**config.mk**
```make
export PLATFORM = sky130hd
export DESIGN_NAME = cond_exec_core
export DESIGN_NICKNAME = d
export VERILOG_FILES = /design/src/rtl/cx_pkg.sv /design/src/rtl/cx_irom.sv /design/src/rtl/cx_shift.sv /design/src/rtl/cx_ctrl.sv /design/src/rtl/cx_dpath.sv /design/src/rtl/cond_exec_core.sv
export SDC_FILE = /design/constraint.sdc
export NUM_CORES = 2
export LEC_CHECK = 0
export BUFFER_PORTS_ARGS = -buffer_cell sky130_fd_sc_hd__buf_2
export CORE_AREA = 2 2 511 361
export CTS_BUF_LIST = sky130_fd_sc_hd__clkbuf_4 sky130_fd_sc_hd__clkbuf_8
export DETAILED_ROUTE_END_ITERATION = 7
export DIE_AREA = 0 0 513 363
export SKIP_CTS_REPAIR_TIMING = 1
export SYNTH_ARGS = -nofsm -noshare
export SYNTH_HDL_FRONTEND = slang
export SYNTH_SLANG_ARGS = --single-unit
```
**constraint.sdc**
```tcl
create_clock -name clk -period 8.75 [get_ports clk]
set_input_delay 0.4375 -clock clk [delete_from_list [all_inputs] [get_ports clk]]
set_output_delay 0.4375 -clock clk [all_outputs]
set_load 0.01 [all_outputs]
```
**src/rtl/cx_pkg.sv**
```systemverilog
package cx_pkg;

  localparam int IW = 32;

  typedef enum logic [3:0] {
    OP_MOV  = 4'd0,
    OP_ADD  = 4'd1,
    OP_SUB  = 4'd2,
    OP_CMP  = 4'd3,
    OP_LDI  = 4'd4,
    OP_BR   = 4'd5,
    OP_HALT = 4'd15
  } opcode_e;

  typedef enum logic [2:0] {
    C_AL = 3'd0,
    C_EQ = 3'd1,
    C_NE = 3'd2,
    C_GT = 3'd3,
    C_LT = 3'd4
  } cond_e;

  typedef enum logic [1:0] {
    SEL_PASS = 2'd0,
    SEL_ADD  = 2'd1,
    SEL_SUB  = 2'd2,
    SEL_IMM  = 2'd3
  } resSel_e;

  typedef struct packed {
    logic gt;
    logic eq;
    logic lt;
  } flags_t;

  typedef struct packed {
    logic        regWe;
    logic        flagWe;
    resSel_e     resSel;
    logic [2:0]  rd;
    logic [2:0]  rn;
    logic [2:0]  rm;
    logic [4:0]  shamt;
    logic [15:0] imm;
  } strobe_t;

endpackage

```
**src/rtl/cx_irom.sv**
```systemverilog
module cx_irom #(
  parameter int PCW = 5,
  parameter int IW  = 32
) (
  input  logic           clk,
  input  logic           we,
  input  logic [PCW-1:0] waddr,
  input  logic [IW-1:0]  wdata,
  input  logic [PCW-1:0] raddr,
  output logic [IW-1:0]  rdata
);
  localparam int DEPTH = 1 << PCW;

  logic [IW-1:0] store [DEPTH];

  always_ff @(posedge clk) begin
    if (we) store[waddr] <= wdata;
  end

  assign rdata = store[raddr];
endmodule

```
**src/rtl/cx_shift.sv**
```systemverilog
module cx_shift #(
  parameter int DW = 32
) (
  input  logic [DW-1:0]         din,
  input  logic [$clog2(DW)-1:0] amt,
  output logic [DW-1:0]         dout
);
  localparam int SHW = $clog2(DW);

  logic [DW-1:0] stage [SHW+1];

  assign stage[0] = din;

  for (genvar s = 0; s < SHW; s++) begin : g_stage
    assign stage[s+1] = amt[s] ? (stage[s] << (1 << s)) : stage[s];
  end

  assign dout = stage[SHW];
endmodule

```
**src/rtl/cx_ctrl.sv**
```systemverilog
module cx_ctrl
  import cx_pkg::*;
#(
  parameter int PCW = 5
) (
  input  logic           clk,
  input  logic           rst_n,
  input  logic           runEn,
  input  logic [IW-1:0]  instr,
  input  flags_t         flagsIn,
  output strobe_t        strb,
  output logic [PCW-1:0] pcOut,
  output logic           doneOut
);
  logic [PCW-1:0] pcQ;
  logic           doneQ;
  logic [3:0]     op;
  logic [2:0]     cond;
  logic           condOk;
  logic           active;
  logic           isWrite;
  logic           takeBr;
  logic           isHalt;

  assign op     = instr[31:28];
  assign cond   = instr[27:25];
  assign active = runEn && !doneQ;

  always_comb begin
    case (cond)
      C_AL:    condOk = 1'b1;
      C_EQ:    condOk = flagsIn.eq;
      C_NE:    condOk = !flagsIn.eq;
      C_GT:    condOk = flagsIn.gt;
      C_LT:    condOk = flagsIn.lt;
      default: condOk = 1'b0;
    endcase
  end

  always_comb begin
    isWrite = 1'b0;
    strb.resSel = SEL_PASS;
    case (op)
      OP_MOV: begin isWrite = 1'b1; strb.resSel = SEL_PASS; end
      OP_ADD: begin isWrite = 1'b1; strb.resSel = SEL_ADD;  end
      OP_SUB: begin isWrite = 1'b1; strb.resSel = SEL_SUB;  end
      OP_LDI: begin isWrite = 1'b1; strb.resSel = SEL_IMM;  end
      default: ;
    endcase
  end

  assign strb.regWe  = active && condOk && isWrite;
  assign strb.flagWe = active && condOk && (op == OP_CMP);
  assign strb.rd     = instr[24:22];
  assign strb.rn     = instr[21:19];
  assign strb.rm     = instr[18:16];
  assign strb.shamt  = instr[15:11];
  assign strb.imm    = instr[15:0];

  assign takeBr = active && condOk && (op == OP_BR);
  assign isHalt = active && (op == OP_HALT);

  always_ff @(posedge clk or negedge rst_n) begin
    if (!rst_n) begin
      pcQ   <= '0;
      doneQ <= 1'b0;
    end else if (active) begin
      if (isHalt) begin
        doneQ <= 1'b1;
      end else if (takeBr) begin
        pcQ <= instr[PCW-1:0];
      end else begin
        pcQ <= pcQ + 1'b1;
      end
    end
  end

  assign pcOut   = pcQ;
  assign doneOut = doneQ;
endmodule

```
**src/rtl/cx_dpath.sv**
```systemverilog
module cx_dpath
  import cx_pkg::*;
#(
  parameter int DW   = 32,
  parameter int NREG = 8
) (
  input  logic          clk,
  input  logic          rst_n,
  input  strobe_t       strb,
  input  logic [2:0]    dbgSel,
  output logic [DW-1:0] dbgData,
  output flags_t        flagsOut
);
  localparam int RW  = $clog2(NREG);
  localparam int SHW = $clog2(DW);

  logic [DW-1:0] rf [NREG];
  logic [DW-1:0] opA;
  logic [DW-1:0] opRaw;
  logic [DW-1:0] opB;
  logic [DW-1:0] result;
  flags_t        flagsQ;
  flags_t        relNext;

  assign opA   = rf[strb.rn[RW-1:0]];
  assign opRaw = rf[strb.rm[RW-1:0]];

  cx_shift #(.DW(DW)) u_shift (
    .din  (opRaw),
    .amt  (strb.shamt[SHW-1:0]),
    .dout (opB)
  );

  always_comb begin
    case (strb.resSel)
      SEL_PASS: result = opB;
      SEL_ADD:  result = opA + opB;
      SEL_SUB:  result = opA - opB;
      default:  result = {{(DW-16){1'b0}}, strb.imm};
    endcase
  end

  assign relNext.gt = (opA > opB);
  assign relNext.eq = (opA == opB);
  assign relNext.lt = (opA < opB);

  always_ff @(posedge clk or negedge rst_n) begin
    if (!rst_n) begin
      for (int i = 0; i < NREG; i++) rf[i] <= '0;
    end else if (strb.regWe) begin
      rf[strb.rd[RW-1:0]] <= result;
    end
  end

  always_ff @(posedge clk or negedge rst_n) begin
    if (!rst_n) begin
      flagsQ <= '{gt: 1'b0, eq: 1'b1, lt: 1'b0};
    end else if (strb.flagWe) begin
      flagsQ <= relNext;
    end
  end

  assign dbgData  = rf[dbgSel[RW-1:0]];
  assign flagsOut = flagsQ;
endmodule

```
**src/rtl/cond_exec_core.sv**
```systemverilog
module cond_exec_core
  import cx_pkg::*;
#(
  parameter int DW  = 32,
  parameter int PCW = 5
) (
  input  logic           clk,
  input  logic           rst_n,
  input  logic           runEn,
  input  logic           progWe,
  input  logic [PCW-1:0] progAddr,
  input  logic [31:0]    progData,
  input  logic [2:0]     regSel,
  output logic [DW-1:0]  regData,
  output logic [2:0]     flags,
  output logic [PCW-1:0] pc,
  output logic           done
);
  localparam int NREG = 8;

  logic [IW-1:0] instrWord;
  strobe_t       strb;
  flags_t        flagsNow;

  cx_irom #(.PCW(PCW), .IW(IW)) u_irom (
    .clk   (clk),
    .we    (progWe),
    .waddr (progAddr),
    .wdata (progData),
    .raddr (pc),
    .rdata (instrWord)
  );

  cx_ctrl #(.PCW(PCW)) u_ctrl (
    .clk     (clk),
    .rst_n   (rst_n),
    .runEn   (runEn),
    .instr   (instrWord),
    .flagsIn (flagsNow),
    .strb    (strb),
    .pcOut   (pc),
    .doneOut (done)
  );

  cx_dpath #(.DW(DW), .NREG(NREG)) u_dpath (
    .clk      (clk),
    .rst_n    (rst_n),
    .strb     (strb),
    .dbgSel   (regSel),
    .dbgData  (regData),
    .flagsOut (flagsNow)
  );

  assign flags = flagsNow;
endmodule

```
==> summary.txt <==
Route
  – Routed WL: 208000 um
  – DRC viols: 0
  – Via count: 42100
  – Final ANT Viol Nets: 0
  – Drt wl/cell: 29.3 um
  – TritonRoute pass-1 iters: 8
  – DRT iter0 DRCs: 5921
  – Via/cell ratio: 5.93

Clock network
  – Clk_lat worst skew: 960 ps
  – Num CTS Buffers: 200
  – Reg clk slew, reported paths: 70 ps
  – Htree depth: 4
  – CTS Sinks: 1289
  – CTS tree: built
  – Clk root buf: clkbuf_8
  – Clock tree buffer depth: 3

Timing
  – Fin crit share: 0.963
  – Slew margin rel.: 0.0889
  – Setup-failing EPs final: 0
  – Setup_tns: 0 ps
  – Final hold vios: 0
  – Worst Max-Slew Pin Slew: 1350 ps
  – Fmax: 119 MHz
  – Final hold slack: 15.9 ps
  – Crit path time final: 8420 ps
  – Post-Route Skew: 68.9 ps
  – Fin. max-slew vios: 0
  – RSZ-0062 raised after global routing: no

Synthesis
  – Synth Area in Adders: 0.0135
  – Seq cells post-synth: 1289
  – Main combinational cell family by area after synthesis: multiplexers
  – Xor and xnor fraction of the mapped netlist area: 0.000693
  – Warnings from Yosys: 0
  – Post-Synth Simple-Gate Area: 0.0572
  – Multiplexer share of the synthesized area: 0.212
  – Synthesized Nets: 4434
  – Synth Instances: 4323
  – Post-Syn Area per Cell: 14.6 um2
  – Post-synthesis sequential area ratio: 0.592
  – Post-synth EDFFs: 1024
  – Compound-Gate Fraction of Synth Area: 0.0911
  – Synth Flop Type: edfxtp_1
  – Synth Cell Area: 63200 um2
  – Synth unique cells: 101
  – Async SR Flop Fraction: 0.206

Global routing
  – First-pass GRT wire length: 297000 um
  – Antenna violations before repair: 10
  – Tot GR Track Use: 0.219
  – Vias in the first global route: 40600
  – Pin count of the biggest net entering global routing: 89
  – GRT overflow: 0

Layout
  – Footprint of the multi-input gates: 24000 um2
  – Layout Cells excl Fill: 7094
  – Fillers: 16700
  – FF/Latch Area: 37400 um2
  – Area Growth Syn to Fin: 13.3%
  – Nets: 4637
  – Final Cell Area: 71600 um2
  – Layout cells sized above 1: 0.268

Outcome
  – Outcome: completed

Floorplan
  – Cell Rows: 131
  – Initial Utilization: 0.349
  – Die height: 363 um
  – Num ports: 85
  – Die width: 513 um
  – Die Area: 186000 um2
  – Core area: 181000 um2

Worst setup path
  – CP max FO: 35
  – Worst-case reg-to-reg path depth: 25
  – Worst r2r src: u_ctrl.pcOut[0]$_DFFE_PN0P_
  – Critical path class: flop to flop
  – Worst setup EP type: flop
  – Startpoint Class: flop
  – FF-to-FF End: u_dpath.rf[85]$_DFFE_PN0P_
  – Worst EP arrival: 9200 ps
  – R2r setup slk: 330 ps
  – WP data required: 9530 ps

Hold path
  – Hold-critical path depth: 1
  – Hold endpoint: u_irom.store[4][9]$_DFFE_PP_
  – Class of the worst hold path: input pin to flop
  – Hold_sp: progData[9]

Placement
  – HPWL Detailed: 132000 um
  – DP Area: 67100 um2
  – Inst Count DP: 6688
  – Port Buffers: 84
  – Placer Congestion: 1.01

Flow run
  – Maxcap violations: 0
[routing by layer]
layer	part of all wire	up-vias	GRT usage
met5	0.00018	-	0
met4	0.026	6	0.0670
met3	0.12	327	0.0626
met2	0.41	2423	0.301
met1	0.45	21800	0.331
li1	-	17600	-
[placed cells by master, fill, tap and decap left out, types with 24 or more instances in the layout]
cell type,n
mux4_2,338
clkinv_1,59
dlygate4sd3_1,27
nor2_1,168
o211ai_1,152
nand2_1,269
nand4_1,49
nor2_4,33
clkbuf_4,62
a21o_1,24
a211oi_1,30
dfrtp_1,259
o21ai_0,186
a22oi_1,30
edfxtp_1,1024
mux2i_1,274
ha_1,65
clkbuf_8,210
nand2b_1,24
mux2_2,216
buf_4,177
inv_1,168
a21oi_1,163
a31oi_1,35
buf_2,81
o22ai_1,28
nor3_1,28
nand3_1,78
[metrics by stage]
stage	worst slack [ps]	util
floorplan	938	-
global placement	460	0.370
detailed placement	457	0.370
CTS	374	0.393
global route	125	0.395
finish	327	0.395
[Yosys cell counts, types with 30 or more instances]
cell / number / area [um2]
buf_1: 30 / 113
a31oi_1: 35 / 219
a22oi_1: 30 / 225
o21ai_0: 186 / 931
nand3_1: 80 / 400
buf_2: 108 / 541
nand2_1: 269 / 1010
mux4_2: 338 / 7610
a21oi_1: 164 / 821
mux2i_1: 278 / 2780
clkbuf_1: 123 / 462
a211oi_1: 30 / 225
dfrtp_1: 264 / 6610
inv_1: 168 / 631
nor2_1: 202 / 758
nand4_1: 49 / 307
o211ai_1: 152 / 1140
mux2_2: 216 / 2430
edfxtp_1: 1024 / 30700
ha_1: 65 / 813
[registers in the layout (all words and copies together) (netlist names)]
name              flops
u_ctrl.pcOut          5
u_ctrl.doneOut        1
u_dpath.rf          256
u_dpath.flagsOut      3
u_irom.store       1024
[cells by family (layout without fill, tap and decap cells)]
| logic type | count (synthesis) | after routing |
|---|---|---|
| AOI/OAI and AO/OA | 852 | 852 |
| xor gates and xnor gates | 5 | 5 |
| adders and majority gates | 67 | 67 |
| buffers and inverters | 475 | 849 |
| DFF | 1289 | 1289 |
| muxes | 867 | 867 |
| other | 0 | 3 |
| and+or+nand+nor | 768 | 768 |
[cell type report]
type,instances,share of cell area
Sequential cell,1289,0.523
Multi-Input combinational cell,2559,0.335
Clock buffer,272,0.0469
Tap cell,2394,0.0419
Timing Repair Buffer,307,0.0343
Clock inverter,101,0.0107
Inverter,169,0.00886
Antenna cell,3,0.000105
[worst max path at each step]
stage | end | slack (ps) | startpoint
4_1_cts | u_dpath.rf[85]$_DFFE_PN0P_ | 370 | u_ctrl.pcOut[0]$_DFFE_PN0P_
2_1_floorplan | u_dpath.rf[127]$_DFFE_PN0P_ | 940 | u_ctrl.pcOut[0]$_DFFE_PN0P_
3_5_place_dp | u_dpath.rf[85]$_DFFE_PN0P_ | 460 | u_ctrl.pcOut[0]$_DFFE_PN0P_
3_3_place_gp | u_dpath.flagsOut[2]$_DFFE_PN0P_ | 460 | u_ctrl.pcOut[0]$_DFFE_PN0P_
5_1_grt | u_dpath.rf[23]$_DFFE_PN0P_ | 120 | u_ctrl.pcOut[4]$_DFFE_PN0P_
6_report | u_dpath.rf[85]$_DFFE_PN0P_ | 330 | u_ctrl.pcOut[0]$_DFFE_PN0P_
[critical path, stage by stage (launching register included)]
cell and delay [ps]:
dfrtp_4 660, buf_12 260, mux4_1 580, mux2i_1 170, a22oi_1 320, nand2_1 440, buf_4 480, nand2_1 210
o32ai_1 340, nor3_1 100, a22oi_1 490, mux2i_1 200, or2_2 330, ha_1 310, or4_1 540, or3_1 330
o221a_2 320, o41ai_1 640, a21oi_1 150, nor2_1 130, nor2_1 70, a221o_1 300, o21ai_0 140, o311ai_1 190
buf_4 220, mux2_1 300
Power is not shown: default switching activity piles up to over one toggle a cycle in this logic, so the estimate is an artifact.
